`config.mk`:
```
export PLATFORM = sky130hd
export DESIGN_NAME = addr_alias_tester
export DESIGN_NICKNAME = d
export VERILOG_FILES = /design/src/rtl/alias_pkg.sv /design/src/rtl/alias_cfg_check.sv /design/src/rtl/alias_offset_seq.sv /design/src/rtl/alias_rd_timer.sv /design/src/rtl/addr_alias_tester.sv
export SDC_FILE = /design/constraint.sdc
export NUM_CORES = 1
export LEC_CHECK = 0
export BUFFER_PORTS_ARGS = -buffer_cell sky130_fd_sc_hd__buf_2
export CAP_MARGIN = 20
export CORE_ASPECT_RATIO = 1.4
export CORE_MARGIN = 2
export CORE_UTILIZATION = 42
export CTS_CLUSTER_SIZE = 8
export DETAILED_ROUTE_END_ITERATION = 10
export MAX_ROUTING_LAYER = met4
export PLACE_DENSITY = 0.69
export SYNTH_ARGS = -nofsm -noshare
export SYNTH_HDL_FRONTEND = slang
export SYNTH_SLANG_ARGS = --single-unit
export TNS_END_PERCENT = 5
```
`constraint.sdc`:
```
create_clock -name clk -period 8.1 [get_ports clk]
set_clock_uncertainty 0.15 [all_clocks]
set_input_delay 2.43 -clock clk [delete_from_list [all_inputs] [get_ports clk]]
set_output_delay 2.43 -clock clk [all_outputs]
set_load 0.1 [all_outputs]
```
`src/rtl/alias_pkg.sv`:
```
package alias_pkg;

    typedef enum logic [3:0] {
        ST_IDLE,
        ST_FILL,
        ST_HI_MARK,
        ST_HI_RD,
        ST_HI_WAIT,
        ST_HI_RESTORE,
        ST_LO_MARK,
        ST_LO_RD,
        ST_LO_WAIT,
        ST_LO_RESTORE,
        ST_END
    } alias_state_e;

    // Alternating bits, MSB of a w-bit word set; w must not exceed 64.
    function automatic logic [63:0] alt_pattern(input int w);
        logic [63:0] v;
        v = '0;
        for (int i = 0; i < 64; i++) begin
            if (i < w && ((w - 1 - i) % 2) == 0) begin
                v[i] = 1'b1;
            end
        end
        return v;
    endfunction

endpackage

```
`src/rtl/alias_cfg_check.sv`:
```
module alias_cfg_check #(
    parameter int AW = 16
) (
    input  logic [AW-1:0] size_words,
    output logic          size_ok,
    output logic [AW-1:0] size_mask
);

    logic [AW-1:0] less_one;

    always_comb begin
        less_one  = size_words - AW'(1);
        size_mask = less_one;
        size_ok   = ((size_words & less_one) == '0) && (size_words > AW'(1));
    end

endmodule

```
`src/rtl/alias_offset_seq.sv`:
```
module alias_offset_seq #(
    parameter int AW = 16
) (
    input  logic [AW-1:0] cur,
    input  logic [AW-1:0] mask,
    input  logic [AW-1:0] skip,
    input  logic          skip_en,
    output logic [AW-1:0] nxt,
    output logic          last
);

    logic [AW:0] raw;
    logic [AW:0] step;

    always_comb begin
        if (cur == '0) begin
            raw = (AW+1)'(1);
        end else begin
            raw = {cur, 1'b0};
        end
        if (skip_en && raw == {1'b0, skip}) begin
            step = {raw[AW-1:0], 1'b0};
        end else begin
            step = raw;
        end
        nxt  = step[AW-1:0];
        last = (step & ~{1'b0, mask}) != '0;
    end

endmodule

```
`src/rtl/alias_rd_timer.sv`:
```
module alias_rd_timer #(
    parameter int RD_LAT = 2
) (
    input  logic clk,
    input  logic rst_n,
    input  logic launch,
    output logic ready
);

    localparam int CW = $clog2(RD_LAT + 1);

    logic [CW-1:0] cnt_q;

    always_ff @(posedge clk or negedge rst_n) begin
        if (!rst_n) begin
            cnt_q <= '0;
        end else if (launch) begin
            cnt_q <= CW'(1);
        end else if (cnt_q == CW'(RD_LAT)) begin
            cnt_q <= '0;
        end else if (cnt_q != '0) begin
            cnt_q <= cnt_q + CW'(1);
        end
    end

    assign ready = (cnt_q == CW'(RD_LAT));

    // a new read is only launched once the previous one has been consumed
    a_r8_no_overlap: assert property (@(posedge clk) disable iff (!rst_n)
        launch |-> (cnt_q == '0));

endmodule

```
`src/rtl/addr_alias_tester.sv`:
```
module addr_alias_tester #(
    parameter int ADDR_W = 16,
    parameter int DATA_W = 16,
    parameter int RD_LAT = 2
) (
    input  logic              clk,
    input  logic              rst_n,
    input  logic              start,
    input  logic [ADDR_W-1:0] base_addr,
    input  logic [ADDR_W-1:0] size_words,
    output logic              busy,
    output logic              done,
    output logic              pass,
    output logic              cfg_err,
    output logic [ADDR_W-1:0] fail_offset,
    output logic              mem_req,
    output logic              mem_we,
    output logic [ADDR_W-1:0] mem_addr,
    output logic [DATA_W-1:0] mem_wdata,
    input  logic [DATA_W-1:0] mem_rdata
);

    import alias_pkg::*;

    localparam logic [63:0]       PAT_FULL = alt_pattern(DATA_W);
    localparam logic [DATA_W-1:0] PAT      = PAT_FULL[DATA_W-1:0];
    localparam logic [DATA_W-1:0] ANTI     = ~PAT;

    alias_state_e      state_q, state_d;
    logic [ADDR_W-1:0] base_q, base_d;
    logic [ADDR_W-1:0] mask_q, mask_d;
    logic [ADDR_W-1:0] chk_q, chk_d;
    logic [ADDR_W-1:0] tgt_q, tgt_d;
    logic [ADDR_W-1:0] fail_q, fail_d;
    logic              pass_q, pass_d;
    logic              cfg_q, cfg_d;

    logic              cfg_ok;
    logic [ADDR_W-1:0] cfg_mask;
    logic [ADDR_W-1:0] chk_nxt, tgt_nxt;
    logic              chk_last, tgt_last;
    logic              rd_launch, rd_ready, rd_bad;
    logic [ADDR_W-1:0] acc_off;

    alias_cfg_check #(.AW(ADDR_W)) u_cfg (
        .size_words (size_words),
        .size_ok    (cfg_ok),
        .size_mask  (cfg_mask)
    );

    alias_offset_seq #(.AW(ADDR_W)) u_chk_seq (
        .cur     (chk_q),
        .mask    (mask_q),
        .skip    (tgt_q),
        .skip_en (state_q == ST_LO_WAIT),
        .nxt     (chk_nxt),
        .last    (chk_last)
    );

    alias_offset_seq #(.AW(ADDR_W)) u_tgt_seq (
        .cur     (tgt_q),
        .mask    (mask_q),
        .skip    ('0),
        .skip_en (1'b0),
        .nxt     (tgt_nxt),
        .last    (tgt_last)
    );

    assign rd_launch = (state_q == ST_HI_RD) || (state_q == ST_LO_RD);
    assign rd_bad    = (mem_rdata != PAT);

    alias_rd_timer #(.RD_LAT(RD_LAT)) u_timer (
        .clk    (clk),
        .rst_n  (rst_n),
        .launch (rd_launch),
        .ready  (rd_ready)
    );

    // State register and result registers
    always_ff @(posedge clk or negedge rst_n) begin
        if (!rst_n) begin
            state_q <= ST_IDLE;
            base_q  <= '0;
            mask_q  <= '0;
            chk_q   <= '0;
            tgt_q   <= '0;
            fail_q  <= '0;
            pass_q  <= 1'b0;
            cfg_q   <= 1'b0;
        end else begin
            state_q <= state_d;
            base_q  <= base_d;
            mask_q  <= mask_d;
            chk_q   <= chk_d;
            tgt_q   <= tgt_d;
            fail_q  <= fail_d;
            pass_q  <= pass_d;
            cfg_q   <= cfg_d;
        end
    end

    // Next-state logic
    always_comb begin
        state_d = state_q;
        base_d  = base_q;
        mask_d  = mask_q;
        chk_d   = chk_q;
        tgt_d   = tgt_q;
        fail_d  = fail_q;
        pass_d  = pass_q;
        cfg_d   = cfg_q;
        unique case (state_q)
            ST_IDLE: begin
                if (start) begin
                    pass_d = 1'b0;
                    cfg_d  = 1'b0;
                    fail_d = '0;
                    if (cfg_ok) begin
                        base_d  = base_addr;
                        mask_d  = cfg_mask;
                        chk_d   = ADDR_W'(1);
                        state_d = ST_FILL;
                    end else begin
                        cfg_d   = 1'b1;
                        state_d = ST_END;
                    end
                end
            end
            ST_FILL: begin
                if (chk_last) begin
                    chk_d   = ADDR_W'(1);
                    state_d = ST_HI_MARK;
                end else begin
                    chk_d = chk_nxt;
                end
            end
            ST_HI_MARK: state_d = ST_HI_RD;
            ST_HI_RD:   state_d = ST_HI_WAIT;
            ST_HI_WAIT: begin
                if (rd_ready) begin
                    if (rd_bad) begin
                        fail_d  = chk_q;
                        state_d = ST_END;
                    end else if (chk_last) begin
                        state_d = ST_HI_RESTORE;
                    end else begin
                        chk_d   = chk_nxt;
                        state_d = ST_HI_RD;
                    end
                end
            end
            ST_HI_RESTORE: begin
                tgt_d   = ADDR_W'(1);
                state_d = ST_LO_MARK;
            end
            ST_LO_MARK: begin
                chk_d   = '0;
                state_d = ST_LO_RD;
            end
            ST_LO_RD: state_d = ST_LO_WAIT;
            ST_LO_WAIT: begin
                if (rd_ready) begin
                    if (rd_bad) begin
                        fail_d  = tgt_q;
                        state_d = ST_END;
                    end else if (chk_last) begin
                        state_d = ST_LO_RESTORE;
                    end else begin
                        chk_d   = chk_nxt;
                        state_d = ST_LO_RD;
                    end
                end
            end
            ST_LO_RESTORE: begin
                if (tgt_last) begin
                    pass_d  = 1'b1;
                    state_d = ST_END;
                end else begin
                    tgt_d   = tgt_nxt;
                    state_d = ST_LO_MARK;
                end
            end
            ST_END:  state_d = ST_IDLE;
            default: state_d = ST_IDLE;
        endcase
    end

    // Output logic
    always_comb begin
        mem_req   = 1'b0;
        mem_we    = 1'b0;
        mem_wdata = PAT;
        acc_off   = '0;
        unique case (state_q)
            ST_FILL: begin
                mem_req = 1'b1;
                mem_we  = 1'b1;
                acc_off = chk_q;
            end
            ST_HI_MARK: begin
                mem_req   = 1'b1;
                mem_we    = 1'b1;
                mem_wdata = ANTI;
            end
            ST_HI_RD, ST_LO_RD: begin
                mem_req = 1'b1;
                acc_off = chk_q;
            end
            ST_HI_RESTORE: begin
                mem_req = 1'b1;
                mem_we  = 1'b1;
            end
            ST_LO_MARK: begin
                mem_req   = 1'b1;
                mem_we    = 1'b1;
                mem_wdata = ANTI;
                acc_off   = tgt_q;
            end
            ST_LO_RESTORE: begin
                mem_req = 1'b1;
                mem_we  = 1'b1;
                acc_off = tgt_q;
            end
            ST_IDLE, ST_HI_WAIT, ST_LO_WAIT, ST_END: begin
                mem_req = 1'b0;
            end
            default: mem_req = 1'b0;
        endcase
        mem_addr    = (base_q & ~mask_q) | (acc_off & mask_q);
        busy        = (state_q != ST_IDLE) && (state_q != ST_END);
        done        = (state_q == ST_END);
        pass        = pass_q;
        cfg_err     = cfg_q;
        fail_offset = fail_q;
    end

    // no memory traffic while not busy
    a_r1_quiet_idle: assert property (@(posedge clk) disable iff (!rst_n)
        !busy |-> !mem_req);

    // a configuration error never coincides with a pass verdict
    a_r2_cfg_no_pass: assert property (@(posedge clk) disable iff (!rst_n)
        cfg_err |-> !pass);

    // every access keeps the upper bits of the latched base
    a_r3_in_region: assert property (@(posedge clk) disable iff (!rst_n)
        mem_req |-> (((mem_addr ^ base_q) & ~mask_q) == '0));

    // only the pattern or its inverse is written
    a_r4_wdata_legal: assert property (@(posedge clk) disable iff (!rst_n)
        (mem_req && mem_we) |-> (mem_wdata == PAT || mem_wdata == ANTI));

    // a read is followed by a quiet cycle
    a_r8_read_gap: assert property (@(posedge clk) disable iff (!rst_n)
        (mem_req && !mem_we) |=> !mem_req);

    // a failure verdict arrives with no access in flight
    a_r9_stop_quiet: assert property (@(posedge clk) disable iff (!rst_n)
        done |-> !mem_req);

    // done lasts one cycle
    a_r10_done_pulse: assert property (@(posedge clk) disable iff (!rst_n)
        done |=> !done);

    // region settings are frozen during a run
    a_r11_frozen: assert property (@(posedge clk) disable iff (!rst_n)
        (busy && start) |=> ($stable(base_q) && $stable(mask_q)));

endmodule

```
==> results of run 1 <==
## state kept, by name, summed over array words and instances (netlist names)
register and flops:
pass 1, cfg_err 1, fail_offset 16, state_q 4, chk_q 16, u_timer.cnt_q 2, mask_q 16, base_q 16
tgt_q 16
## synthesized netlist by cell type, types with 6 or more instances
master / instances
ha_1: 17
nand4_1: 6
nor2b_1: 11
inv_1: 25
or3_1: 6
nor2_1: 50
buf_2: 13
a22o_1: 14
o2bb2ai_1: 7
nand2b_1: 9
o21ai_0: 32
o21ai_1: 16
o2bb2ai_2: 10
nor3_1: 9
a21oi_1: 26
nand2_1: 55
mux2_2: 17
a22oi_1: 25
mux2i_1: 10
nand3_1: 6
buf_4: 17
a221oi_1: 10
xnor2_1: 15
clkbuf_1: 39
dfrtp_1: 88
nor4_1: 17
## through the flow
stage	std cells	area, sq um	worst slack (ps)
3_3_place_gp	829	6030	1690
5_1_grt	845	6330	1470
6_report	845	6330	1830
4_1_cts	845	6330	1880
3_5_place_dp	829	6030	1510
2_1_floorplan	615	5600	911
## layout by cell type (no fill, tap or decap), types with 3 or more instances in the layout
cell       instances
o21ai_0           32
and2_1             4
xnor2_1           15
o22ai_1            5
mux2i_1           10
nor4bb_1           4
buf_4              7
o2bb2ai_1          7
nor3_1             9
inv_1             25
nor4_1            17
a21o_1             3
inv_2              3
nor2_1            50
a221oi_1          10
mux2_2            17
nand3_1            5
dfrtp_1           88
o21ai_1           16
ha_1              17
a22o_1            14
nand4_1            6
clkbuf_16          9
nor2b_1           11
o2bb2ai_2         10
a21oi_1           26
a22oi_1           25
buf_2            103
nand2_1           55
nand2b_1           9
or3_1              6
or4_1              3
## power by group through the flow
stage               combinational [mW]  clock [mW]  sequential (mW)
floorplan                        0.780           0            0.510
global placement                 0.903           0            0.534
detailed placement               0.909           0            0.535
CTS                              0.913       0.428            0.526
global route                     0.966       0.448            0.534
finish                           0.919       0.425            0.529
## logic make-up after synthesis
| kind of cell | share of synthesized area (%) |
|---|---|
| flops | 39.3 |
| fa+ha+maj | 3.80 |
| simple gates | 18.0 |
| buf+inv | 8.55 |
| xor+xnor | 2.50 |
| mux | 5.47 |
| compound gates | 22.3 |
## per-layer routing
layer	track usage, %	vias to the layer above
met5	-	-
met4	10.8	0
met3	3.62	35
met2	39.5	184
met1	30.1	2398
li1	-	2310
## final timing paths
kind                                   from                to  slack (ps)  cells after the start
max in group asynchronous             rst_n   fail_offset[13]        4860                      2
setup reg to reg                 state_q[3]          chk_q[1]        3910                      8
hold reg to reg            u_timer.cnt_q[1]  u_timer.cnt_q[1]         280                      1
min in group asynchronous             rst_n         mask_q[1]        1840                      1
hold / removal             u_timer.cnt_q[1]  u_timer.cnt_q[1]         280                      1
setup / recovery              size_words[9]        base_q[11]        1830                     11
## worst max-delay path: cells and delay by family
kind                     cells  cell delay [ps]
buffers and inverters        1              110
multiplexers                 1              570
adder cells (fa/ha/maj)      1              180
AND/OR/NAND/NOR              7             2450
AO/OA/AOI/OAI                1              580
## area by class of cell
cell class,instances,area (sq um)
Fill cell,1249,6610
Multi-Input combinational cell,425,2930
Tap cell,178,223
Sequential cell,88,2200
Clock buffer,10,229
Clock inverter,6,67.6
Timing Repair Buffer,110,568
Inverter,28,105
==> results.py, run 1 <==
metrics = {
    "detailed_routing": {
        "wirelength_mm": 16.5,
        "via_count": 4927,
        "wl_met2_mm": 8.42,
        "met1Wirelength_mm": 6.64,
        "via_per_inst": 5.83,
        "wl_met3_um": 806,
        "first_pass_iters": 7,
        "wl_per_cell_um": 19.5,
        "top_layer": "met4",
        "drcViolationCount": 0,
        "first_iter_violations": 371,
        "ant_nets": 0,
    },
    "layout": {
        "fin_nets": 730,
        "insertedDiodeCount": 0,
        "drive_gt1_share_pct": 25.5,
        "fin_util_pct": 48.9,
        "syn_to_final_growth_pct": 12.9,
    },
    "clock_tree": {
        "clk_latency_ps": 350,
        "cts_resized": 0,
        "clock_sinks": 88,
        "cts_tree": "yes",
        "htree_levels": 3,
        "ctsHoldBuffers": 0,
        "clkTransAtPathRegs_ps": 70,
        "cts_setup_buffers": 0,
        "cts.path.max_buffers": 2,
        "cts_root_buffer": "clkbuf_16",
        "numCtsBuffers": 9,
    },
    "yosys": {
        "asyncSetResetFlopFracSynth_pct": 100,
        "seq_area_frac_synth_pct": 39.3,
        "synth_top_area_cell": "dfrtp_1",
        "synth_cell_types": 63,
        "synth-edff-count": 0,
        "ys.flop_type": "dfrtp_1",
        "ys_warn_count": 0,
        "avgSynthCellArea_sq_um": 9.11,
        "syn_area_sq_mm": 0.00560,
        "synthTopCellsByArea": "dfrtp_1, ha_1, nand2_1, mux2_2, a22oi_1",
        "synth_nets": 683,
        "ys_ff_latch": 88,
        "synthCells": 615,
        "synth.top_cell.area_share_pct": 39.3,
    },
    "die": {
        "core_sq_mm": 0.0129,
        "initial_core_util_pct": 43.3,
        "dieArea_sq_mm": 0.0143,
        "io_pins": 105,
        "die_h_um": 141,
        "rows": 49,
        "die_w_um": 102,
    },
    "power": {
        "p_clk_share_pct": 22.7,
        "ir_worst_vdd_v": 0.000271,
        "power.share.switching_pct": 49.9,
        "p_leak_nw": 2.80,
        "p_sw_mw": 0.935,
        "seq_power_share_pct": 28.2,
        "p_int_mw": 0.938,
        "combPwrFrac_pct": 49.1,
        "p_total_mw": 1.87,
        "p_per_area_mw_per_mm2": 296,
    },
    "critical_path": {
        "slowest_stage": "nand3_2",
        "cpMostUsedCell": "or3_1",
        "cp_max_fo": 48,
        "end_kind": "flop",
        "startpoint_type": "input pin",
        "crit_arrival_ps": 6350,
        "crit_chain": "buf_2 > nor4_1 > nand3_1 > or3_1 > or3_1 > ha_1 > nor3_1 > nand4_1 > a31oi_1 > nand3_2 > mux2_2",
        "required_ps": 8180,
        "max_stage_delay_ps": 840,
        "worstSetupPathType": "input pin to flop",
    },
    "global_routing": {
        "grt_pass1_vias": 4804,
        "overflow": 0,
        "grt_first_pass_wirelength_mm": 26.2,
        "grt_usage_pct": 24.4,
        "grt_max_degree": 61,
        "antenna_found_initial": 0,
    },
    "sta": {
        "drv_slew": 0,
        "tns_ps": 0,
        "rsz0062_at_grt": "no",
        "fmax_ghz": 0.159,
        "slew-limit-headroom_pct": 22.6,
        "tightest_slew_ps": 1140,
        "finalSetupViolations": 0,
        "hold_violations": 0,
        "fin_crit_ps": 6270,
        "whs_ps": 283,
        "fin_crit_sh_pct": 77.4,
    },
    "hold_path": {
        "worst_hold_path_type": "flop to flop",
    },
    "outcome": {
        "outcome": "finished, final reports clean",
    },
    "place": {
        "place_congestion": 0.949,
        "place.port_buffers": 104,
        "dp_hpwl_mm": 12.2,
    },
    "run": {
        "maxCapViolCount": 0,
    },
}
No activity file was read; power rests on OpenSTA's default activity.
==> run 2: changes to the inputs <==
- ABC_AREA: unset -> 1
- PLACE_DENSITY: 0.69 -> 0.71
- clock period: 8.1 -> 5.5 ns (I/O delays scaled with it)
==> results.py, run 2 <==
metrics = {
    "outcome": {
        "outcome": "finished, final reports clean",
    },
    "yosys": {
        "synth.top_cell.area_share_pct": 38.2,
        "synthCells": 765,
        "synth_top_area_cell": "dfrtp_1",
        "syn_area_sq_mm": 0.00577,
        "seq_area_frac_synth_pct": 38.2,
        "synth-edff-count": 0,
        "yosysMostFrequentCell": "nand2_1",
        "ys_ff_latch": 88,
        "synth_cell_types": 44,
        "asyncSetResetFlopFracSynth_pct": 100,
        "ys_warn_count": 0,
        "synth_nets": 833,
        "ys.flop_type": "dfrtp_1",
        "synthTopCellsByCount": "nand2_1, dfrtp_1, inv_1",
        "avgSynthCellArea_sq_um": 7.54,
        "synthTopCellsByArea": "dfrtp_1, nand2_1, inv_1, o22ai_1, nor2_1",
    },
    "clock_tree": {
        "cts_tree": "yes",
        "htree_levels": 3,
        "clock_sinks": 88,
        "clkTransAtPathRegs_ps": 60,
        "ctsHoldBuffers": 0,
        "cts.path.max_buffers": 2,
        "clk_latency_ps": 350,
        "numCtsBuffers": 9,
        "cts_setup_buffers": 0,
        "cts_resized": 0,
        "cts_root_buffer": "clkbuf_16",
    },
    "sta": {
        "rsz0062_at_grt": "no",
        "setup_ws_ps": 924,
        "finalSetupViolations": 0,
        "fmax_ghz": 0.219,
        "tightest_slew_ps": 898,
        "drv_slew": 0,
        "fin_crit_ps": 4580,
        "fin_crit_sh_pct": 83.2,
        "slew-limit-headroom_pct": 39.3,
        "tns_ps": 0,
        "hold_violations": 0,
    },
    "detailed_routing": {
        "drcViolationCount": 0,
        "first_pass_iters": 6,
        "wl_per_cell_um": 15.8,
        "ant_nets": 0,
        "via_count": 5603,
        "via_per_inst": 5.41,
        "wirelength_mm": 16.4,
        "first_iter_violations": 603,
    },
    "place": {
        "place.port_buffers": 104,
        "dp_hpwl_mm": 12.9,
        "dpl.cell_count": 1020,
        "place_ws_ps": 586,
        "place_congestion": 0.974,
    },
    "global_routing": {
        "grt_first_pass_wirelength_mm": 25.9,
        "grt_usage_pct": 23.4,
        "gr-usage-met1_pct": 27.8,
        "grtUsageMet2_pct": 39.2,
        "met3_usage_pct": 2.89,
        "grt_max_degree": 59,
        "busiest_layer": "met2",
        "grt_pass1_vias": 5276,
        "antenna_found_initial": 0,
        "overflow": 0,
    },
    "die": {
        "dieArea_sq_mm": 0.0147,
        "die_h_um": 143,
        "die_w_um": 103,
        "rows": 50,
        "initial_core_util_pct": 43.1,
        "io_pins": 105,
        "core_sq_mm": 0.0134,
    },
    "critical_path": {
        "slowest_stage": "inv_1",
        "cpMostUsedCell": "nand2_1",
        "startpoint_type": "input pin",
        "cp_max_fo": 16,
        "max_stage_delay_ps": 440,
        "required_ps": 5630,
        "crit_arrival_ps": 4700,
        "worstSetupPathType": "input pin to flop",
        "crit_chain": "buf_2 > nor2_1 > nand3_1 > inv_1 > nand2_1 > or3_1 > or2_2 > ha_1 > nor4_1 > nand4_1 > nor3_1 > nand2_1 > inv_1 > nand2_1 > nand2_1",
        "end_kind": "flop",
    },
    "layout": {
        "fin_nets": 917,
        "syn_to_final_growth_pct": 14.4,
        "final_common_cell": "nand2_1",
        "fin_util_pct": 49.3,
        "stdcell_count": 1035,
        "insertedDiodeCount": 0,
        "multi_input_area_sq_mm": 0.00294,
        "final_cell_mix": "nand2_1, buf_2, dfrtp_1, inv_1, nor2_1",
        "seq_area_sq_mm": 0.00220,
        "fillers": 1388,
        "drive_gt1_share_pct": 20.3,
    },
    "power": {
        "p_leak_nw": 3.40,
        "p_per_area_mw_per_mm2": 485,
        "ir_worst_vdd_v": 0.000527,
    },
    "hold_path": {
        "worst_hold_path_type": "flop to flop",
    },
    "run": {
        "maxCapViolCount": 0,
    },
}
==> run 2: changes by cell type after synthesis, sizes merged, moves of 25 or more <==
cell    delta
nand2    +184
inv       +61
clkbuf    -26
o22ai     +41
a22oi     -25
==> run 2: worst paths after layout <==
| kind | startpoint | end | slack, ps | depth (start not counted) |
|---|---|---|---|---|
| worst min-delay path | u_timer.cnt_q[1] | u_timer.cnt_q[1] | 280 | 1 |
| max in group asynchronous | rst_n | tgt_q[2] | 3070 | 2 |
| worst min register to register | u_timer.cnt_q[1] | u_timer.cnt_q[1] | 280 | 1 |
| worst max register to register | chk_q[9] | state_q[0] | 1970 | 16 |
| worst max-delay path | size_words[1] | base_q[3] | 920 | 15 |
| min in group asynchronous | rst_n | base_q[8] | 1210 | 1 |
==> run 2: through the flow <==
stage	cell area (sq um)	power [mW]	hold WS, ps
final	6600	3.20	281
after global placement	6300	2.58	270
after global routing	6600	3.37	313
after detailed placement	6300	2.58	275
after CTS	6600	3.20	283
after floorplan	5770	2.38	260
==> run 2: layer usage <==
| layer | part of all wire (%) | vias up |
|---|---|---|
| met2 | 51 | 248 |
| met1 | 40 | 2593 |
| met3 | 5.1 | 47 |
| met4 | 4.0 | 0 |
| met5 | 0 | - |
| li1 | - | 2715 |
==> run 2: final cells by class <==
cell class / count / area share (%)
multi-input combinational: 546 / 44.6
sequential: 88 / 33.4
timing repair buffer: 113 / 8.95
inverter: 91 / 5.20
tap: 182 / 3.45
clock buffer: 9 / 3.41
clock inverter: 6 / 1.04
==> run 2: critical path: cells and delay by family <==
family,cells,cell delay (ps)
buffers and inverters,3,640
AND/OR/NAND/NOR,11,2220
adder cells (fa/ha/maj),1,190
==> run 2: cells by family (layout without fill, tap and decap cells) <==
family / count (synthesis) / in the layout / share of synthesized area, %
AOI/OAI and AO/OA: 105 / 105 / 11.8
xor gates and xnor gates: 13 / 13 / 1.97
adders and majority gates: 17 / 17 / 3.69
buffers and inverters: 131 / 219 / 10.8
DFF: 88 / 88 / 38.2
muxes: 16 / 16 / 3.12
and+or+nand+nor: 395 / 395 / 30.4
==> run 2: power breakdown <==
group	total [mW]	leakage (nW)	internal, mW	switching (mW)
combinational	1.87	2.04	0.377	1.49
clock	0.617	0.142	0.353	0.265
sequential	0.714	1.22	0.682	0.0327
==> run 3: changes to the inputs <==
- ABC_AREA: 1 -> 0
- PLACE_DENSITY: 0.71 -> 0.69
- clock period: 5.5 -> 4.55 ns (I/O delays scaled with it)
==> results.py, run 3 (same netlist as run 1, synthesis figures left out) <==
metrics = {
    "outcome": {
        "outcome": "finished, final reports clean",
    },
    "clock_tree": {
        "clk_latency_ps": 350,
        "cts_root_buffer": "clkbuf_16",
        "cts.path.max_buffers": 2,
        "htree_levels": 3,
        "cts_tree": "yes",
        "cts_setup_buffers": 0,
        "clock_sinks": 88,
        "numCtsBuffers": 9,
        "clkTransAtPathRegs_ps": 60,
    },
    "sta": {
        "rsz0062_at_grt": "no",
        "slew-limit-headroom_pct": 45.2,
        "fmax_ghz": 0.227,
        "setup_ws_ps": 147,
        "tns_ps": 0,
        "fin_crit_ps": 4400,
        "drv_slew": 0,
        "tightest_slew_ps": 816,
        "fin_crit_sh_pct": 96.8,
        "hold_violations": 0,
        "finalSetupViolations": 0,
    },
    "critical_path": {
        "timing.rr.start": "state_q[3]",
        "startpoint_type": "flop",
        "cp_max_fo": 17,
        "required_ps": 3030,
        "r2r_slack_ps": 760,
        "end_kind": "primary output",
        "path_depth": 6,
        "max_stage_delay_ps": 750,
        "worst-path-buf-inv": 1,
        "cpMostUsedCell": "nor2_1",
        "critPathTopFamily": "simple AND/OR/NAND/NOR gates",
        "worstSetupPathType": "flop to primary output",
        "crit_arrival_ps": 2890,
        "crit_chain": "nor2_1 > and2_1 > or2_2 > a221oi_1 > nor2_1 > buf_2",
        "cp-startpoint": "state_q[3]",
        "slowest_stage": "dfrtp_1",
        "reg2reg_depth": 9,
    },
    "power": {
        "p_per_area_mw_per_mm2": 526,
        "ir_worst_vdd_v": 0.000449,
        "p_leak_nw": 2.86,
    },
    "detailed_routing": {
        "first_pass_iters": 6,
        "wl_per_cell_um": 20.2,
        "drcViolationCount": 0,
        "via_count": 4985,
        "wirelength_mm": 17.2,
        "first_iter_violations": 432,
        "via_per_inst": 5.84,
        "ant_nets": 0,
    },
    "run": {
        "maxCapViolCount": 0,
    },
    "global_routing": {
        "overflow": 0,
        "grt_first_pass_wirelength_mm": 27.9,
        "antenna_found_initial": 0,
        "grt_pass1_vias": 5177,
        "grt_usage_pct": 25.8,
        "grt_max_degree": 62,
    },
    "layout": {
        "fin_nets": 739,
        "final_cell_mix": "buf_2, dfrtp_1, nand2_1, nor2_1, o21ai_0",
        "final_area_sq_mm": 0.00647,
        "syn_to_final_growth_pct": 15.4,
        "final_common_cell": "buf_2",
        "insertedDiodeCount": 0,
        "drive_gt1_share_pct": 28.4,
    },
    "die": {
        "dieArea_sq_mm": 0.0143,
        "io_pins": 105,
        "die_w_um": 102,
        "initial_core_util_pct": 43.3,
        "core_sq_mm": 0.0129,
        "die_h_um": 141,
        "rows": 49,
    },
    "place": {
        "place_congestion": 0.914,
        "dp_hpwl_mm": 12.5,
        "placed_cell_area_sq_mm": 0.00615,
        "place.port_buffers": 104,
        "place_ws_ps": -24.7,
    },
    "hold_path": {
        "holdPathStages": 1,
        "hp-start": "u_timer.cnt_q[1]",
        "worst_hold_path_type": "flop to flop",
    },
}
run 3: repair_timing:
item                                    4_1_cts  5_1_grt
hold buffers                                  0        0
resized for setup                             0        1
endpoints found under the setup margin        0        8
run 3: through the flow:
stage | instances | total power [mW] | utilization, % | hold slack [ps]
2_1_floorplan | 615 | 2.30 | - | 260
3_3_place_gp | 838 | 2.60 | 47.6 | 270
3_5_place_dp | 838 | 2.61 | 47.6 | 279
4_1_cts | 854 | 3.40 | 50.0 | 287
5_1_grt | 854 | 3.54 | 50.0 | 308
6_report | 854 | 3.40 | 50.0 | 286
run 3: report_power, final:
| group | internal (mW) | switching [mW] |
|---|---|---|
| registers | 0.821 | 0.108 |
| logic | 0.441 | 1.24 |
| clock network | 0.439 | 0.353 |
run 3: layout make-up:
type | instances | area (sq um)
fillers | 1230 | 6470
clock buffers | 9 | 225
clock inverters | 7 | 86.3
multi-input cells | 425 | 2980
repair buffers | 119 | 648
inverters | 28 | 105
well taps | 178 | 223
flip-flops and latches | 88 | 2200
run 3: final timing paths:
path / to
max: mem_addr[2]
min: u_timer.cnt_q[1]
max reg2reg: chk_q[0]
min reg2reg: u_timer.cnt_q[1]
max in group asynchronous: fail_offset[13]
min in group asynchronous: base_q[1]
run 3: layer usage:
| metal | track usage (%) | part of all wire [%] |
|---|---|---|
| met3 | 4.31 | 6.1 |
| met5 | - | 0 |
| met4 | 11.7 | 4.3 |
| met2 | 42.0 | 50 |
| met1 | 31.1 | 39 |
